**config.mk**
```make
export PLATFORM = sky130hd
export DESIGN_NAME = pccard_mem_timer
export DESIGN_NICKNAME = d
export VERILOG_FILES = /design/src/rtl/pcmt_pkg.sv /design/src/rtl/pcmt_regbank.sv /design/src/rtl/pcmt_sequencer.sv /design/src/rtl/pcmt_strobes.sv /design/src/rtl/pccard_mem_timer.sv
export SDC_FILE = /design/constraint.sdc
export NUM_CORES = 1
export LEC_CHECK = 0
export ABC_AREA = 0
export BUFFER_PORTS_ARGS = -buffer_cell sky130_fd_sc_hd__clkbuf_2
export CAP_MARGIN = 10
export CORE_MARGIN = 2
export CORE_UTILIZATION = 50
export DETAILED_ROUTE_END_ITERATION = 8
export GPL_TIMING_DRIVEN = 0
export PLACE_DENSITY = 0.78
export SETUP_SLACK_MARGIN = 0.05
export SLEW_MARGIN = 25
export SYNTH_ARGS = -nofsm -noshare
export SYNTH_HDL_FRONTEND = slang
export SYNTH_HIERARCHICAL = 1
export SYNTH_SLANG_ARGS = --single-unit
```
**constraint.sdc**
```tcl
create_clock -name clk -period 14.7 [get_ports clk]
set_clock_uncertainty 0.15 [all_clocks]
set_input_delay 0.735 -clock clk [delete_from_list [all_inputs] [get_ports clk]]
set_output_delay 0.735 -clock clk [all_outputs]
set_load 0.02 [all_outputs]
```
**src/rtl/pcmt_pkg.sv**
```systemverilog
// Shared types and helpers for the PC Card memory cycle timer.
// Assumes the prescale code is always two bits wide.
package pcmt_pkg;

    typedef enum logic [1:0] {
        PH_IDLE  = 2'd0,
        PH_SETUP = 2'd1,
        PH_CMD   = 2'd2,
        PH_REC   = 2'd3
    } phase_e;

    // Maps a prescale code to a left-shift amount (x1, x2, x4, x16).
    function automatic logic [2:0] ps_shift(input logic [1:0] code);
        logic [2:0] sh;
        case (code)
            2'd0:    sh = 3'd0;
            2'd1:    sh = 3'd1;
            2'd2:    sh = 3'd2;
            default: sh = 3'd4;
        endcase
        return sh;
    endfunction

endpackage

```
**src/rtl/pcmt_regbank.sv**
```systemverilog
// Timing register bank: NSETS timer sets, each holding setup, command and
// recovery counts plus a 2-bit prescale code. Written through a plain
// address/data port; the selected set is read combinationally.
// Assumes the writer never targets a set index at or beyond NSETS.
module pcmt_regbank #(
    parameter int CNT_W  = 8,
    parameter int NSETS  = 2,
    parameter int SEL_W  = 1,
    parameter int ADDR_W = SEL_W + 2,
    parameter logic [CNT_W-1:0] RST_SU = 1,
    parameter logic [CNT_W-1:0] RST_CM = 6,
    parameter logic [CNT_W-1:0] RST_RC = 3
) (
    input  logic              clk,
    input  logic              rst_n,
    input  logic              cfg_we,
    input  logic [ADDR_W-1:0] cfg_addr,
    input  logic [CNT_W-1:0]  cfg_data,
    input  logic [SEL_W-1:0]  rd_sel,
    output logic [CNT_W-1:0]  su_cnt,
    output logic [CNT_W-1:0]  cm_cnt,
    output logic [CNT_W-1:0]  rc_cnt,
    output logic [1:0]        ps_code
);

    logic [CNT_W-1:0] su_q [NSETS];
    logic [CNT_W-1:0] cm_q [NSETS];
    logic [CNT_W-1:0] rc_q [NSETS];
    logic [1:0]       ps_q [NSETS];

    logic [SEL_W-1:0] wr_set;
    logic [1:0]       wr_fld;

    assign wr_set = cfg_addr[ADDR_W-1:2];
    assign wr_fld = cfg_addr[1:0];

    // Register storage: reset to defaults, update the addressed field.
    always_ff @(posedge clk) begin
        for (int s = 0; s < NSETS; s++) begin
            if (!rst_n) begin
                su_q[s] <= RST_SU;
                cm_q[s] <= RST_CM;
                rc_q[s] <= RST_RC;
                ps_q[s] <= 2'd0;
            end else if (cfg_we && (wr_set == SEL_W'(s))) begin
                case (wr_fld)
                    2'd0:    su_q[s] <= cfg_data;
                    2'd1:    cm_q[s] <= cfg_data;
                    2'd2:    rc_q[s] <= cfg_data;
                    default: ps_q[s] <= cfg_data[1:0];
                endcase
            end
        end
    end

    // Read mux for the set the sequencer is using.
    always_comb begin
        su_cnt  = su_q[rd_sel];
        cm_cnt  = cm_q[rd_sel];
        rc_cnt  = rc_q[rd_sel];
        ps_code = ps_q[rd_sel];
    end

endmodule

```
**src/rtl/pcmt_sequencer.sv**
```systemverilog
// Phase sequencer: walks idle -> setup -> command -> recovery -> idle with
// one down counter loaded with P*(N+1)-1 per phase, and stretches the
// command phase on card wait. Assumes wait_n is already synchronous.
module pcmt_sequencer
    import pcmt_pkg::*;
#(
    parameter int CNT_W = 8,
    parameter int SEL_W = 1,
    parameter int TW    = CNT_W + 4
) (
    input  logic             clk,
    input  logic             rst_n,
    input  logic             start,
    input  logic             is_write,
    input  logic             attr_sel,
    input  logic [SEL_W-1:0] tset,
    input  logic             wait_n,
    input  logic [CNT_W-1:0] su_cnt,
    input  logic [CNT_W-1:0] cm_cnt,
    input  logic [CNT_W-1:0] rc_cnt,
    input  logic [1:0]       ps_code,
    output logic [SEL_W-1:0] rd_sel,
    output phase_e           phase,
    output logic             wr_q,
    output logic             attr_q,
    output logic             cmd_last,
    output logic             rec_last
);

    logic [TW-1:0]    cnt;
    logic             hold;
    logic [SEL_W-1:0] sel_q;

    // Phase length minus one, in clocks, for a count and prescale code.
    function automatic logic [TW-1:0] len_m1(input logic [CNT_W-1:0] n,
                                             input logic [1:0] code);
        return ((TW'(n) + TW'(1)) << ps_shift(code)) - TW'(1);
    endfunction

    // While idle the incoming select addresses the bank; later the latched one.
    assign rd_sel   = (phase == PH_IDLE) ? tset : sel_q;
    assign cmd_last = (phase == PH_CMD) && (cnt == '0);
    assign rec_last = (phase == PH_REC) && (cnt == '0);

    // Phase state, counter, wait hold and per-cycle latches.
    always_ff @(posedge clk) begin
        if (!rst_n) begin
            phase  <= PH_IDLE;
            cnt    <= '0;
            hold   <= 1'b0;
            wr_q   <= 1'b0;
            attr_q <= 1'b0;
            sel_q  <= '0;
        end else begin
            case (phase)
                PH_IDLE: begin
                    if (start) begin
                        phase  <= PH_SETUP;
                        cnt    <= len_m1(su_cnt, ps_code);
                        wr_q   <= is_write;
                        attr_q <= attr_sel;
                        sel_q  <= tset;
                        hold   <= 1'b0;
                    end
                end
                PH_SETUP: begin
                    if (cnt == '0) begin
                        phase <= PH_CMD;
                        cnt   <= len_m1(cm_cnt, ps_code);
                    end else begin
                        cnt <= cnt - TW'(1);
                    end
                end
                PH_CMD: begin
                    if (hold) begin
                        if (wait_n) begin
                            hold <= 1'b0;
                            cnt  <= '0;
                        end
                    end else if (!wait_n && (cnt >= TW'(2))) begin
                        hold <= 1'b1;
                    end else if (cnt == '0) begin
                        phase <= PH_REC;
                        cnt   <= len_m1(rc_cnt, ps_code);
                    end else begin
                        cnt <= cnt - TW'(1);
                    end
                end
                default: begin
                    if (cnt == '0) begin
                        phase <= PH_IDLE;
                    end else begin
                        cnt <= cnt - TW'(1);
                    end
                end
            endcase
        end
    end

endmodule

```
**src/rtl/pcmt_strobes.sv**
```systemverilog
// Strobe decode: turns the registered phase and per-cycle latches into the
// socket control levels. Purely combinational; assumes registered inputs.
module pcmt_strobes
    import pcmt_pkg::*;
#(
    parameter int CE_W = 2
) (
    input  phase_e          phase,
    input  logic            wr_q,
    input  logic            attr_q,
    input  logic            cmd_last,
    input  logic            rec_last,
    output logic [CE_W-1:0] ce_n,
    output logic            reg_n,
    output logic            oe_n,
    output logic            we_n,
    output logic            addr_vld,
    output logic            wdata_oe,
    output logic            rdata_cap,
    output logic            busy,
    output logic            done
);

    logic active;
    logic in_cmd;

    // Level decode of every socket-side control from the phase.
    always_comb begin
        active    = (phase != PH_IDLE);
        in_cmd    = (phase == PH_CMD);
        ce_n      = active ? '0 : '1;
        reg_n     = !(active && attr_q);
        oe_n      = !(in_cmd && !wr_q);
        we_n      = !(in_cmd && wr_q);
        addr_vld  = active;
        wdata_oe  = active && wr_q;
        rdata_cap = cmd_last && !wr_q;
        busy      = active;
        done      = rec_last;
    end

endmodule

```
**src/rtl/pccard_mem_timer.sv**
```systemverilog
// PC Card memory cycle timer, top level. Joins the timing register bank,
// the phase sequencer and the strobe decode. Assumes wait_n has been
// synchronised to clk and that the host holds cfg writes off mid-cycle.
module pccard_mem_timer
    import pcmt_pkg::*;
#(
    parameter int CNT_W  = 8,
    parameter int NSETS  = 2,
    parameter int CE_W   = 2,
    localparam int SEL_W  = (NSETS > 1) ? $clog2(NSETS) : 1,
    localparam int ADDR_W = SEL_W + 2
) (
    input  logic              clk,
    input  logic              rst_n,
    input  logic              cfg_we,
    input  logic [ADDR_W-1:0] cfg_addr,
    input  logic [CNT_W-1:0]  cfg_data,
    input  logic              start,
    input  logic              is_write,
    input  logic              attr_sel,
    input  logic [SEL_W-1:0]  tset,
    input  logic              wait_n,
    output logic [CE_W-1:0]   ce_n,
    output logic              reg_n,
    output logic              oe_n,
    output logic              we_n,
    output logic              addr_vld,
    output logic              wdata_oe,
    output logic              rdata_cap,
    output logic              busy,
    output logic              done
);

    logic [SEL_W-1:0] rd_sel;
    logic [CNT_W-1:0] su_cnt, cm_cnt, rc_cnt;
    logic [1:0]       ps_code;
    phase_e           phase;
    logic             wr_q, attr_q, cmd_last, rec_last;

    pcmt_regbank #(
        .CNT_W (CNT_W),
        .NSETS (NSETS),
        .SEL_W (SEL_W),
        .ADDR_W(ADDR_W)
    ) u_bank (
        .clk     (clk),
        .rst_n   (rst_n),
        .cfg_we  (cfg_we),
        .cfg_addr(cfg_addr),
        .cfg_data(cfg_data),
        .rd_sel  (rd_sel),
        .su_cnt  (su_cnt),
        .cm_cnt  (cm_cnt),
        .rc_cnt  (rc_cnt),
        .ps_code (ps_code)
    );

    pcmt_sequencer #(
        .CNT_W(CNT_W),
        .SEL_W(SEL_W)
    ) u_seq (
        .clk     (clk),
        .rst_n   (rst_n),
        .start   (start),
        .is_write(is_write),
        .attr_sel(attr_sel),
        .tset    (tset),
        .wait_n  (wait_n),
        .su_cnt  (su_cnt),
        .cm_cnt  (cm_cnt),
        .rc_cnt  (rc_cnt),
        .ps_code (ps_code),
        .rd_sel  (rd_sel),
        .phase   (phase),
        .wr_q    (wr_q),
        .attr_q  (attr_q),
        .cmd_last(cmd_last),
        .rec_last(rec_last)
    );

    pcmt_strobes #(
        .CE_W(CE_W)
    ) u_strb (
        .phase    (phase),
        .wr_q     (wr_q),
        .attr_q   (attr_q),
        .cmd_last (cmd_last),
        .rec_last (rec_last),
        .ce_n     (ce_n),
        .reg_n    (reg_n),
        .oe_n     (oe_n),
        .we_n     (we_n),
        .addr_vld (addr_vld),
        .wdata_oe (wdata_oe),
        .rdata_cap(rdata_cap),
        .busy     (busy),
        .done     (done)
    );

endmodule

```
==> results of run 1 <==
## placed cells by master (no fill, tap or decap), drive strengths merged, types with 6 or more instances in the layout
cell type,synthesis,routed
nor2,76,76
clkbuf,27,65
nand2,57,57
edfxtp,52,52
o21ai,52,52
buf,45,45
a21oi,43,43
nand3,32,32
mux2,31,31
xnor2,30,30
nor3,30,30
inv,23,23
or3,20,20
o211ai,19,19
xor2,18,18
dfxtp,18,18
ha,14,14
and3,12,12
nand4,12,12
nand2b,11,11
nor2b,11,11
a31oi,11,11
nand3b,10,10
o221ai,9,9
o22ai,8,8
o21a,8,8
a211oi,8,8
mux2i,7,7
or2,7,7
o31ai,7,7
and2,6,6
## cells by family (layout without fill, tap and decap cells)
family                   count (synthesis)  in the layout
AO/OA/AOI/OAI                          220            220
XOR/XNOR                                48             48
adder cells (fa/ha/maj)                 14             14
buffers and inverters                   95            138
flip-flops                              70             70
multiplexers                            38             38
AND/OR/NAND/NOR                        302            302
## area by class of cell
| type | instances | area [um^2] | area share (%) |
|---|---|---|---|
| Clock buffer | 11 | 233 | 3.17 |
| Sequential cell | 70 | 1920 | 26.2 |
| Clock inverter | 5 | 108 | 1.47 |
| Multi-Input combinational cell | 622 | 4210 | 57.4 |
| Buffer | 72 | 419 | 5.71 |
| Tap cell | 176 | 220 | 3.00 |
| Inverter | 23 | 86.3 | 1.18 |
| Timing Repair Buffer | 27 | 135 | 1.84 |
## how the worst max path moves through the flow
stage,from,to,slack (ns),depth (start not counted)
floorplan,u_seq/phase[0],u_seq/cnt[10],9.94,22
global placement,u_seq/phase[1],u_seq/cnt[10],8.80,22
detailed placement,u_seq/phase[1],u_seq/cnt[8],8.69,23
CTS,u_seq/phase[1],u_seq/cnt[8],8.69,23
global route,u_seq/phase[0],u_seq/cnt[8],8.28,23
finish,u_seq/phase[1],u_seq/cnt[10],8.63,23
## flip-flops by register name, summed over array words and instances (netlist names)
register / cells
u_seq/hold: 1
u_seq/phase: 2
u_bank/cm_q: 16
u_seq/attr_q: 1
u_bank/su_q: 16
u_seq/wr_q: 1
u_seq/cnt: 12
u_bank/ps_q: 4
u_bank/rc_q: 16
u_seq/sel_q: 1
## per-stage QoR
stage          hold slack, ns  utilization [%]  setup WS (ns)
2_1_floorplan           0.283                -           9.94
5_1_grt                 0.335             56.1           8.28
4_1_cts                 0.313             56.1           8.69
6_report                0.311             56.1           8.63
3_5_place_dp            0.303             53.5           8.69
3_3_place_gp            0.297             53.5           8.80
## per-layer routing
metal | track usage, % | routed length [um]
met1 | 32.2 | 7640
met2 | 42.9 | 8510
met3 | 5.84 | 1450
met4 | 11.8 | 737
met5 | 0 | 0
## power by group
| part | switching (W) | internal [W] |
|---|---|---|
| clock | 0.0000876 | 0.000166 |
| sequential | 0.0000241 | 0.000238 |
| combinational | 0.000536 | 0.000337 |
## critical path: cells and delay by family, from the launching register on
family / cells / cell delay, ns
xor gates and xnor gates: 1 / 0.22
DFF: 1 / 0.41
and+or+nand+nor: 3 / 0.52
muxes: 2 / 0.67
AOI/OAI and AO/OA: 5 / 1.04
adders and majority gates: 2 / 0.38
buffers and inverters: 10 / 2.55
==> metrics.cfg, run 1 <==
[run_status]
status = completed

[cts]
cts_sinks = 70
cts-htree-levels = 3
clkLatencyLatePin_ns = 0.35
cts_tree = yes
cts_buffers = 9
cts_setup_buffers = 0
holdBufCountCts = 0
path_clk_slew_ns = 0.06
cts_root_buffer = clkbuf_16
clockBufferDepth = 2
post_cts_resized = 0

[final_layout]
fillers = 1173
diodes = 0
stdcell_area_um2 = 7330
fin_cells = 1006
synthToLayoutAreaGrowth_pct = 10.5
drive_above_1_share_pct = 18.6
nNetsFinal = 858

[min_path]
worstHoldStart = u_seq/attr_q
hold_depth = 2
hold_end = u_seq/attr_q
hold_class = register to register

[synthesis]
synthMuxAreaShare_pct = 6.31
syn_nets = 820
synth_top_family_by_area = simple AND/OR/NAND/NOR gates
yosysSeqAreaShare_pct = 28.9
yosysTopAreaCellShare_pct = 23.5
synth_cells = 787
synth_commonest_cells = nor2_1, nand2_1, edfxtp_1, a21oi_1, o21ai_0
synth_edf_count = 52
synth_most_common_cell = nor2_1
synthFlopType = edfxtp_1
synth_adder_area_share_pct = 2.64
synth-xor-area-share_pct = 6.45
synthSimpleGateAreaFrac_pct = 24.6
yosys-top-cells-area = edfxtp_1, dfxtp_1, mux2_2, nor2_1, xnor2_1
synth-seq-cells = 70
ys_warn_count = 6
synth_area_um2 = 6640
synth.avg_cell_area_um2 = 8.44
yosysUniqueCellTypes = 94
synth_top_cell_by_area = edfxtp_1
ys_async_sr_fraction_pct = 0
synth-compound-area-share_pct = 23.4

[drt]
dr.pass1.iters = 8
routed_wl_mm = 18.3
antenna_left = 0
vias_per_cell = 6.24
routed-via-count = 6273
routedWlPerCell_um = 18.2
drc = 0
drt_first_iter_violations = 897

[die]
die_h_um = 119
die_w_um = 119
start_util_pct = 50.7
dieArea_um2 = 14200
core_um2 = 13100
io_pins = 29
rows = 42

[grt]
grt_overflow = 0
antenna_found_initial = 0
grt_max_degree = 13
grt_pass1_vias = 5871
grt_usage_pct = 25.9
grt_pass1_wl_mm = 29.5

[worst_setup_path]
crit_arrival_ns = 6.15
rr_startpoint = u_seq/phase[1]
critical_path_class = register to register
rrSetupSlack_ns = 8.63
path_cells = inv_1 -> ha_1 -> clkbuf_1 -> buf_1 -> mux2_2 -> clkbuf_1 -> buf_2 -> mux2_2 -> buf_6 -> buf_8 -> buf_8 -> buf_6 -> clkbuf_1 -> o211ai_1 -> ha_1 -> o221ai_1 -> a311oi_1 -> nand2b_1 -> nor2_1 -> nand4bb_1 -> xor2_1 -> a21oi_1 -> o31a_1
cp-start-kind = register
worst_path_most_repeated_cell = clkbuf_1
critPathRequiredTime_ns = 14.79
critPathMaxStageDelay_ns = 0.49
worst-path-max-fanout = 11
rr_endpoint = u_seq/cnt[10]
end_kind = register
r2r_cells = 23
critPathSlowestCell = buf_1

[sta]
fmax_ghz = 0.165
fin_crit_ns = 6.07
worst_pin_slew_ns = 0.816
final-max-slew-violation-count = 0
relSlewSlack_pct = 45.3
final_hold_viol_count = 0
setup_viol = 0
timing.final.crit_share_pct = 41.3
setup_tns_ns = 0
rsz0062_at_grt = false

[placed_design]
dp_hpwl_mm = 13.3
place_congestion = 0.976
place_area_um2 = 6990
dp_cells = 990
port_buffers = 27

[power]
p_leak_nw = 2.56
p_total_w = 0.00139
ir_drop_v = 0.000102
p_per_area_nw_per_um2 = 189

[job]
cap_violations = 0

No activity file was read; power rests on OpenSTA's default activity.
==> run 2: changes to the inputs <==
Clock period 14.7 ns to 6 ns, I/O delays scaled along.
==> run 2 against run 1 <==
Design area is essentially flat. Routed wire length shrank 0.35%. Sequential cell count unchanged. Critical endpoint unchanged. Largest cell class unchanged. Combinational power is 150% higher. Count of clock-buffer cells in the layout did not move. First-iteration DRC count grew 0.11%. Sequential power is 150% higher.
==> metrics.cfg, run 2 (synthesis results as in run 1) <==
[cts]
cts_root_buffer = clkbuf_16
path_clk_slew_ns = 0.06  ; about the same
cts-htree-levels = 3  ; unchanged
clkLatencyLatePin_ns = 0.35  ; about the same
cts_tree = yes
cts_buffers = 9  ; unchanged
clockBufferDepth = 2  ; unchanged
cts_sinks = 70  ; unchanged
holdBufCountCts = 0  ; unchanged

[worst_setup_path]
critical_path_class = register to register
critPathRequiredTime_ns = 6.08  ; -8.71 ns
worst-path-max-fanout = 11  ; unchanged
end_kind = register
critPathMaxStageDelay_ns = 0.50  ; about the same
path_cells = inv_1 -> ha_1 -> clkbuf_1 -> buf_2 -> mux2_2 -> buf_2 -> mux2_2 -> buf_6 -> buf_8 -> buf_8 -> buf_6 -> clkbuf_1 -> or3_1 -> ha_1 -> o221ai_1 -> a311oi_1 -> nand2b_1 -> nor2_1 -> nand4bb_1 -> xor2_1 -> a21oi_1 -> o31a_1
crit_arrival_ns = 5.67  ; -0.48 ns
cp-start-kind = register
critPathSlowestCell = mux2_2

[final_layout]
mostFrequentLayoutCells = nor2_1, nand2_1, edfxtp_1
stdcell_area_um2 = 7330  ; about the same
nNetsFinal = 857  ; -0.12%
drive_above_1_share_pct = 18.7  ; +0.14 points
diodes = 0  ; unchanged
top_regs = u_bank/cm_q (16), u_bank/rc_q (16), u_bank/su_q (16)
synthToLayoutAreaGrowth_pct = 10.4  ; about the same
fin_cells = 1005  ; -0.099%
fillers = 1173  ; unchanged
layout_commonest_cell = nor2_1

[die]
core_um2 = 13100  ; unchanged
die_w_um = 119  ; unchanged
io_pins = 29  ; unchanged
start_util_pct = 50.7  ; unchanged
dieArea_um2 = 14200  ; unchanged
rows = 42  ; unchanged
die_h_um = 119  ; unchanged

[sta]
worst_pin_slew_ns = 0.808  ; -0.00803 ns
final_hold_viol_count = 0  ; unchanged
fin_crit_ns = 5.59  ; -0.482 ns
rsz0062_at_grt = false
timing.final.crit_share_pct = 93.1  ; +52 points
fmax_ghz = 0.179  ; +8.6%
relSlewSlack_pct = 45.8  ; +0.54 points
holdWs_ns = 0.0516  ; -0.259 ns
setup_viol = 0  ; unchanged
final-max-slew-violation-count = 0  ; unchanged
setup_ws_ns = 0.414  ; -8.22 ns

[grt]
grt_usage_pct = 25.9  ; unchanged
grt_overflow = 0  ; unchanged
grt_max_degree = 13  ; unchanged
antenna_found_initial = 0  ; unchanged
grt_pass1_wl_mm = 29.5  ; unchanged
grt_pass1_vias = 5871  ; unchanged

[power]
swShare_pct = 46.6  ; about the same
seqPwrFrac_pct = 18.9  ; about the same
p_leak_nw = 2.56  ; about the same
internal_power_w = 0.00182  ; +150%
p_comb_share_pct = 62.8  ; about the same
p_per_area_nw_per_um2 = 464  ; +140%
p_switching_w = 0.00158  ; +140%
clkPwrFrac_pct = 18.3  ; about the same
ir_drop_v = 0.000250  ; +140%

[drt]
drt_first_iter_violations = 898  ; +0.11%
antenna_left = 0  ; unchanged
routed-via-count = 6308  ; +0.56%
routed_wl_mm = 18.3  ; -0.35%
drc = 0  ; unchanged
dr.pass1.iters = 6  ; -2
routedWlPerCell_um = 18.2  ; -0.25%
vias_per_cell = 6.28  ; +0.66%

[job]
cap_violations = 0  ; unchanged

[placed_design]
place_area_um2 = 6990  ; unchanged
dp_slack_ns = -0.00515  ; -8.70 ns
dp_hpwl_mm = 13.3  ; unchanged
place_congestion = 0.976  ; unchanged
dp_cells = 990  ; unchanged
port_buffers = 27  ; unchanged

[run_status]
status = completed

[min_path]
hold_class = input port to register

[run 2: cell types whose count changed in the layout (fill, tap and decap cells not counted)]
cell	delta
buf_1	-1
clkbuf_1	-1
buf_2	+1
[run 2: layout make-up]
type | instances | area (um^2) | share of cell area [%]
tap | 176 | 220 | 3.00
timing repair buffer | 27 | 135 | 1.84
sequential | 70 | 1920 | 26.2
buffer | 71 | 417 | 5.68
clock inverter | 5 | 108 | 1.47
clock buffer | 11 | 233 | 3.17
multi-input combinational | 622 | 4210 | 57.4
inverter | 23 | 86.3 | 1.18
[run 2: critical path, delay by kind of cell (launching register included)]
kind	cells	cell delay, ns
xor gates and xnor gates	1	0.23
buffers and inverters	9	2.03
and+or+nand+nor	4	0.72
muxes	2	0.76
AOI/OAI and AO/OA	4	0.80
adders and majority gates	2	0.35
DFF	1	0.41
[run 2: metal layers]
layer,track usage (%),part of all wire [%],vias to the layer above
met5,0,0,-
met4,11.8,3.7,0
met3,5.84,7.9,55
met2,42.9,47,353
met1,32.2,42,2901
li1,-,-,2999
[run 2: power groups by stage]
stage	clock network (W)	logic (W)	registers, W
after CTS	0.000628	0.00208	0.000642
final	0.000621	0.00214	0.000643
after floorplan	0	0.00164	0.000635
after detailed placement	0	0.00207	0.000652
after global routing	0.000648	0.00231	0.000652
after global placement	0	0.00205	0.000648
[run 2: through the flow]
step / util, % / TNS [ns] / power (W)
global route: 56.0 / 0 / 0.00361
global placement: 53.5 / 0 / 0.00269
detailed placement: 53.5 / -0.00515 / 0.00272
CTS: 56.1 / 0 / 0.00335
finish: 56.0 / 0 / 0.00340
floorplan: - / 0 / 0.00227
[run 2: timing repair]
item / in CTS / in global routing
endpoints found under the hold margin: 0 / 0
buffers inserted: 0 / 0
gates resized for setup: 1 / 0
setup endpoints to repair: 2 / 4
cloned: 0 / 0
[run 2: path summary, 6_finish.rpt]
path | to | startpoint | depth (start not counted) | slack [ns]
max | u_seq/cnt[10] | u_seq/phase[1] | 22 | 0.41
min | u_seq/attr_q | attr_sel | 3 | 0.05
max reg2reg | u_seq/cnt[10] | u_seq/phase[1] | 22 | 0.41
min reg2reg | u_seq/attr_q | u_seq/attr_q | 2 | 0.31
